<file path="src/rtl/nptr_pkg.sv">
package nptr_pkg;
  localparam logic [7:0] OP_LOAD  = 8'h6A;
  localparam logic [7:0] OP_STORE = 8'h69;

  typedef enum logic [2:0] {T_NONE, T_TA, T_TB, T_DP, T_SP} tgt_e;

  typedef struct packed {
    logic       load;
    logic       store;
    tgt_e       tgt;
    logic [1:0] nib;
  } dec_t;

  // second byte: upper nibble 1111, bits [3:2] choose register, [1:0] nibble
  function automatic dec_t decode(input logic valid, input logic [7:0] b1,
                                  input logic [7:0] b2);
    dec_t d;
    d.load  = 1'b0;
    d.store = 1'b0;
    d.tgt   = T_NONE;
    d.nib   = b2[1:0];
    if (valid && b2[7:4] == 4'hF) begin
      case (b2[3:2])
        2'b01:   d.tgt = (b2[1:0] != 2'b11) ? T_TA : T_NONE;
        2'b10:   d.tgt = (b2[1:0] != 2'b11) ? T_TB : T_NONE;
        2'b11:   d.tgt = (b2[1:0] == 2'b11) ? T_SP : T_DP;
        default: d.tgt = T_NONE;
      endcase
      d.load  = (d.tgt != T_NONE) && (b1 == OP_LOAD);
      d.store = (d.tgt != T_NONE) && (b1 == OP_STORE);
      if (!d.load && !d.store) d.tgt = T_NONE;
    end
    return d;
  endfunction
endpackage

</file>
<file path="src/rtl/nptr_nibreg.sv">
module nptr_nibreg #(
  parameter int NIBBLE_W = 4,
  parameter int NIBBLES  = 3,
  localparam int REG_W   = NIBBLE_W * NIBBLES
) (
  input  logic                clk,
  input  logic                rst_n,
  input  logic                we,
  input  logic [1:0]          sel,
  input  logic [NIBBLE_W-1:0] wdata,
  output logic [REG_W-1:0]    q,
  output logic [NIBBLE_W-1:0] rdata
);
  for (genvar j = 0; j < NIBBLES; j++) begin : g_nib
    logic [NIBBLE_W-1:0] nib_q;
    always_ff @(posedge clk or negedge rst_n) begin
      if (!rst_n)                    nib_q <= '0;
      else if (we && sel == 2'(j))   nib_q <= wdata;
    end
    assign q[j*NIBBLE_W +: NIBBLE_W] = nib_q;
  end

  always_comb begin
    rdata = '0;
    for (int j = 0; j < NIBBLES; j++)
      if (sel == 2'(j)) rdata = q[j*NIBBLE_W +: NIBBLE_W];
  end
endmodule

</file>
<file path="src/rtl/nptr_resp.sv">
module nptr_resp #(
  parameter int NIBBLE_W = 4
) (
  input  logic                clk,
  input  logic                rst_n,
  input  logic                ld,
  input  logic                st,
  input  logic [NIBBLE_W-1:0] ld_data,
  output logic                acc_we,
  output logic [NIBBLE_W-1:0] acc_out,
  output logic                zf_we,
  output logic                zf_out,
  output logic                sf_we,
  output logic                sf_out
);
  function automatic logic nib_is_zero(input logic [NIBBLE_W-1:0] v);
    return ~|v;
  endfunction

  always_ff @(posedge clk or negedge rst_n) begin
    if (!rst_n) begin
      acc_we  <= 1'b0;
      acc_out <= '0;
      zf_we   <= 1'b0;
      zf_out  <= 1'b0;
      sf_we   <= 1'b0;
      sf_out  <= 1'b0;
    end else begin
      acc_we <= ld;
      zf_we  <= ld;
      sf_we  <= ld | st;
      sf_out <= ld | st;
      if (ld) begin
        acc_out <= ld_data;
        zf_out  <= nib_is_zero(ld_data);
      end
    end
  end
endmodule

</file>
<file path="src/rtl/nibble_ptr_regs.sv">
module nibble_ptr_regs
  import nptr_pkg::*;
#(
  parameter int NIBBLE_W = 4,
  parameter int NIBBLES  = 3,
  localparam int REG_W   = NIBBLE_W * NIBBLES
) (
  input  logic                clk,
  input  logic                rst_n,
  input  logic                op_valid,
  input  logic [7:0]          op_first,
  input  logic [7:0]          op_second,
  input  logic [NIBBLE_W-1:0] acc_in,
  output logic                acc_we,
  output logic [NIBBLE_W-1:0] acc_out,
  output logic                zf_we,
  output logic                zf_out,
  output logic                sf_we,
  output logic                sf_out,
  output logic [REG_W-1:0]    ta_out,
  output logic [REG_W-1:0]    tb_out,
  output logic [REG_W-1:0]    dp_out,
  output logic [NIBBLE_W-1:0] sp_out
);
  localparam int NREGS = 3;

  dec_t dec;
  logic load_ev, store_ev;
  logic [NIBBLE_W-1:0] ld_data;
  logic [NIBBLE_W-1:0] rd [NREGS];
  logic [REG_W-1:0]    q  [NREGS];
  logic [NIBBLE_W-1:0] sp_q;

  assign dec      = decode(op_valid, op_first, op_second);
  assign load_ev  = dec.load;
  assign store_ev = dec.store;

  // slot 0 = timer A, 1 = timer B, 2 = data pointer
  for (genvar i = 0; i < NREGS; i++) begin : g_reg
    localparam tgt_e SLOT_TGT = tgt_e'(3'(i + 1));
    nptr_nibreg #(.NIBBLE_W(NIBBLE_W), .NIBBLES(NIBBLES)) u_reg (
      .clk   (clk),
      .rst_n (rst_n),
      .we    (store_ev && dec.tgt == SLOT_TGT),
      .sel   (dec.nib),
      .wdata (acc_in),
      .q     (q[i]),
      .rdata (rd[i])
    );
  end

  always_ff @(posedge clk or negedge rst_n) begin
    if (!rst_n)                           sp_q <= '0;
    else if (store_ev && dec.tgt == T_SP) sp_q <= acc_in;
  end

  always_comb begin
    case (dec.tgt)
      T_TA:    ld_data = rd[0];
      T_TB:    ld_data = rd[1];
      T_DP:    ld_data = rd[2];
      T_SP:    ld_data = sp_q;
      default: ld_data = '0;
    endcase
  end

  nptr_resp #(.NIBBLE_W(NIBBLE_W)) u_resp (
    .clk     (clk),
    .rst_n   (rst_n),
    .ld      (load_ev),
    .st      (store_ev),
    .ld_data (ld_data),
    .acc_we  (acc_we),
    .acc_out (acc_out),
    .zf_we   (zf_we),
    .zf_out  (zf_out),
    .sf_we   (sf_we),
    .sf_out  (sf_out)
  );

  assign ta_out = q[0];
  assign tb_out = q[1];
  assign dp_out = q[2];
  assign sp_out = sp_q;
endmodule

</file>
<file path="config.mk">
export PLATFORM = sky130hd
export DESIGN_NAME = nibble_ptr_regs
export DESIGN_NICKNAME = d
export VERILOG_FILES = /design/src/rtl/nptr_pkg.sv /design/src/rtl/nptr_nibreg.sv /design/src/rtl/nptr_resp.sv /design/src/rtl/nibble_ptr_regs.sv
export SDC_FILE = /design/constraint.sdc
export NUM_CORES = 1
export LEC_CHECK = 0
export ABC_AREA = 1
export BUFFER_PORTS_ARGS = -buffer_cell sky130_fd_sc_hd__buf_2
export CORE_ASPECT_RATIO = 1.25
export CORE_MARGIN = 4
export CORE_UTILIZATION = 55
export CTS_CLUSTER_DIAMETER = 30
export CTS_CLUSTER_SIZE = 14
export DETAILED_ROUTE_END_ITERATION = 8
export HOLD_SLACK_MARGIN = 0.15
export PLACE_DENSITY = 0.85
export SETUP_SLACK_MARGIN = 0.3
export SYNTH_ARGS = -nofsm -noshare
export SYNTH_HDL_FRONTEND = slang
export SYNTH_SLANG_ARGS = --single-unit
</file>
<file path="constraint.sdc">
create_clock -name clk -period 3 [get_ports clk]
set_clock_uncertainty 0.1 [all_clocks]
set_input_delay 0.15 -clock clk [delete_from_list [all_inputs] [get_ports clk]]
set_output_delay 0.15 -clock clk [all_outputs]
set_load 0.05 [all_outputs]
</file>
==> flow_metrics.env <==
export IMPL_status="completed"
export IMPL_dieArea_um2=5310
export IMPL_cts_buffer_depth=2
export IMPL_ios=72
export IMPL_die_y_um=80.5
export IMPL_postCtsSetupBuffers=0
export IMPL_rsz0062_at_grt="no"
export IMPL_synth_nets=301
export IMPL_area_growth_synth_to_final_pct=21.4
export IMPL_synth_compound_area_share_pct=9.52
export IMPL_slew_headroom_pct=31.4
export IMPL_synthCells=278
export IMPL_layout_commonest_cell="nand2_1"
export IMPL_dr_first_iter_drc_count=84
export IMPL_dr_pass1_iters=4
export IMPL_hpwl_um=4190
export IMPL_busiest_layer="met2"
export IMPL_place_gp_congestion=0.835
export IMPL_final_cell_mix="nand2_1 (96), buf_2 (71), dfrtp_1 (47)"
export IMPL_ys_ff_latch=47
export IMPL_drc_errors=0
export IMPL_cp_max_fo=15
export IMPL_synth_top_cell_area_share_pct=50.9
export IMPL_num_vias=2137
export IMPL_met1_usage_pct=29.1
export IMPL_grt_pass1_wl_um=9340
export IMPL_endpoint_kind="register"
export IMPL_cts_tree="built"
export IMPL_synth_sequential_area_ratio_pct=50.9
export IMPL_path_class="input port to register"
export IMPL_synthTopCellsByArea="dfrtp_1 (51%), nand2_1 (16%), o21ai_1 (6.1%)"
export IMPL_antenna_left=0
export IMPL_synth_top_family_by_area="simple AND/OR/NAND/NOR gates"
export IMPL_cts_num_sinks=47
export IMPL_initial_core_util_pct=56.9
export IMPL_crit_required_ns=3.10
export IMPL_worst_hold_path_type="input port to register"
export IMPL_worst_pin_slew_ns=1.03
export IMPL_n_antenna_cell=0
export IMPL_synth_fa_ha_area_share_pct=0
export IMPL_worstPathArrival_ns=1.75
export IMPL_wl_um=5550
export IMPL_grtUsageMet2_pct=38.5
export IMPL_yosysTopAreaCell="dfrtp_1"
export IMPL_port_buffers=71
export IMPL_cts_root_buf="clkbuf_8"
export IMPL_numCtsBuffers=5
export IMPL_ir_drop_mv=0.354
export IMPL_htree_levels=2
export IMPL_drive_gt1_share_pct=29.7
export IMPL_via_per_inst=5.21
export IMPL_ys_types=23
export IMPL_nFillCells=353
export IMPL_fp_dieW_um=66.0
export IMPL_design_area_um2=2810
export IMPL_yosysWarningCount=0
export IMPL_wl_per_cell_um=13.5
export IMPL_max_freq_mhz=605
export IMPL_grt_overflow=0
export IMPL_total_leakage_power_nw=1.52
export IMPL_insertion_delay_ns=0.30
export IMPL_gr_usage_met3_pct=4.48
export IMPL_powerDensity_nw_per_um2=383
export IMPL_crit_path_start_kind="input port"
export IMPL_grt_pass1_vias=2039
export IMPL_synth_simple_area_share_pct=34.5
export IMPL_placed_area_um2=2710
export IMPL_synth_area_mux_share_pct=0.433
export IMPL_clkTransAtPathRegs_ns=0.08
export IMPL_syn_avg_cell_area_um2=8.32
export IMPL_setup_violations=0
export IMPL_period_minus_slack_ns=1.65
export IMPL_synth_xor_area_share_pct=0
export IMPL_core_um2=4070
export IMPL_grt_start_max_net_pins=48
export IMPL_hold_violations=0
export IMPL_antenna_found_initial=0
export IMPL_final_max_slew_viol_count=0
export IMPL_setup_tns_ns=0
export IMPL_grt_total_usage_pct=22.7
export IMPL_cts_resized=0
export IMPL_cap_violations=0
export IMPL_syn_cell_area_um2=2310
export IMPL_fin_crit_sh_pct=55.1
export IMPL_nets=376
export IMPL_std_cell_rows=26
worst max-delay path: stages:
cell     delay [ns]
buf_2          0.12
nor2_1         0.78
nand2_1        0.11
nand3_1        0.13
nand3_1        0.08
nand2_1        0.08
inv_1          0.04
nand3_1        0.08
nor2_1         0.05
nand3_1        0.08
nand2_1        0.05
path summary, 6_finish.rpt:
path | slack, ns | end | cells past startpoint | start
max reg2reg | 1.74 | u_resp.zf_out | 7 | g_reg[0].u_reg.g_nib[0].nib_q[0]
min in group asynchronous | 0.46 | g_reg[1].u_reg.g_nib[2].nib_q[3] | 2 | rst_n
min reg2reg | 0.38 | u_resp.acc_out[3] | 2 | u_resp.acc_out[3]
max | 1.35 | u_resp.zf_out | 11 | op_second[1]
max in group asynchronous | 1.73 | g_reg[0].u_reg.g_nib[2].nib_q[2] | 2 | rst_n
min | 0.18 | g_reg[1].u_reg.g_nib[2].nib_q[0] | 3 | acc_in[0]
cell usage after synthesis, drive strengths merged:
cell   instances
buf            6
nor3           2
nand3         31
mux2i          1
a31oi          1
dfrtp         47
nor2          17
nand4          5
inv           18
o21ai         42
nand2        107
nor4           1
power breakdown:
part	switching [mW]	total, mW	leakage [nW]	internal [mW]
logic	0.0547	0.0749	0.823	0.0202
clock network	0.205	0.368	0.0412	0.163
registers	0.0000963	0.633	0.657	0.633
total	0.260	1.08	1.52	0.816
flip-flops by register name, indices dropped and copies added, names as in the netlist:
name / count
u_resp.acc_out: 4
u_resp.sf_we: 1
u_resp.acc_we: 1
sp_out: 4
g.u_reg.g_nib.nib_q: 36
u_resp.zf_out: 1
cell type report:
cell class | instances | area, um2 | share of cell area (%)
clock buffer | 6 | 72.6 | 2.59
sequential | 47 | 1180 | 41.9
inverter | 18 | 67.6 | 2.41
timing repair buffer | 74 | 380 | 13.6
tap | 56 | 70.1 | 2.50
multi-input combinational | 207 | 1030 | 36.6
clock inverter | 2 | 12.5 | 0.446
routing by layer:
layer	up-vias	part of all wire [%]
met1	1018	43
met3	8	6.0
met5	-	0
met2	57	50
met4	0	1.3
li1	1054	-
what timing repair did:
item | 4_1_cts | 5_1_grt
hold endpoints to repair | 47 | 0
setup endpoints to repair | 0 | 0
hold buffers | 1 | 0
per-stage QoR:
stage                     power [mW]  worst slack (ns)  cells  util, %  hold WS [ns]
after floorplan                0.681              1.54    278        -        -0.246
after global placement         0.719              1.12    401     66.7         0.265
after detailed placement       0.721              1.02    401     66.7         0.281
after CTS                       1.08              1.33    410     69.0         0.188
after global routing            1.12              1.13    410     69.0         0.201
final                           1.08              1.35    410     69.0         0.184
cells by family after synthesis:
| group | count (synthesis) |
|---|---|
| simple gates | 163 |
| flops | 47 |
| mux | 1 |
| buf+inv | 24 |
| compound gates | 43 |
Power figures use the tool's default switching activity.
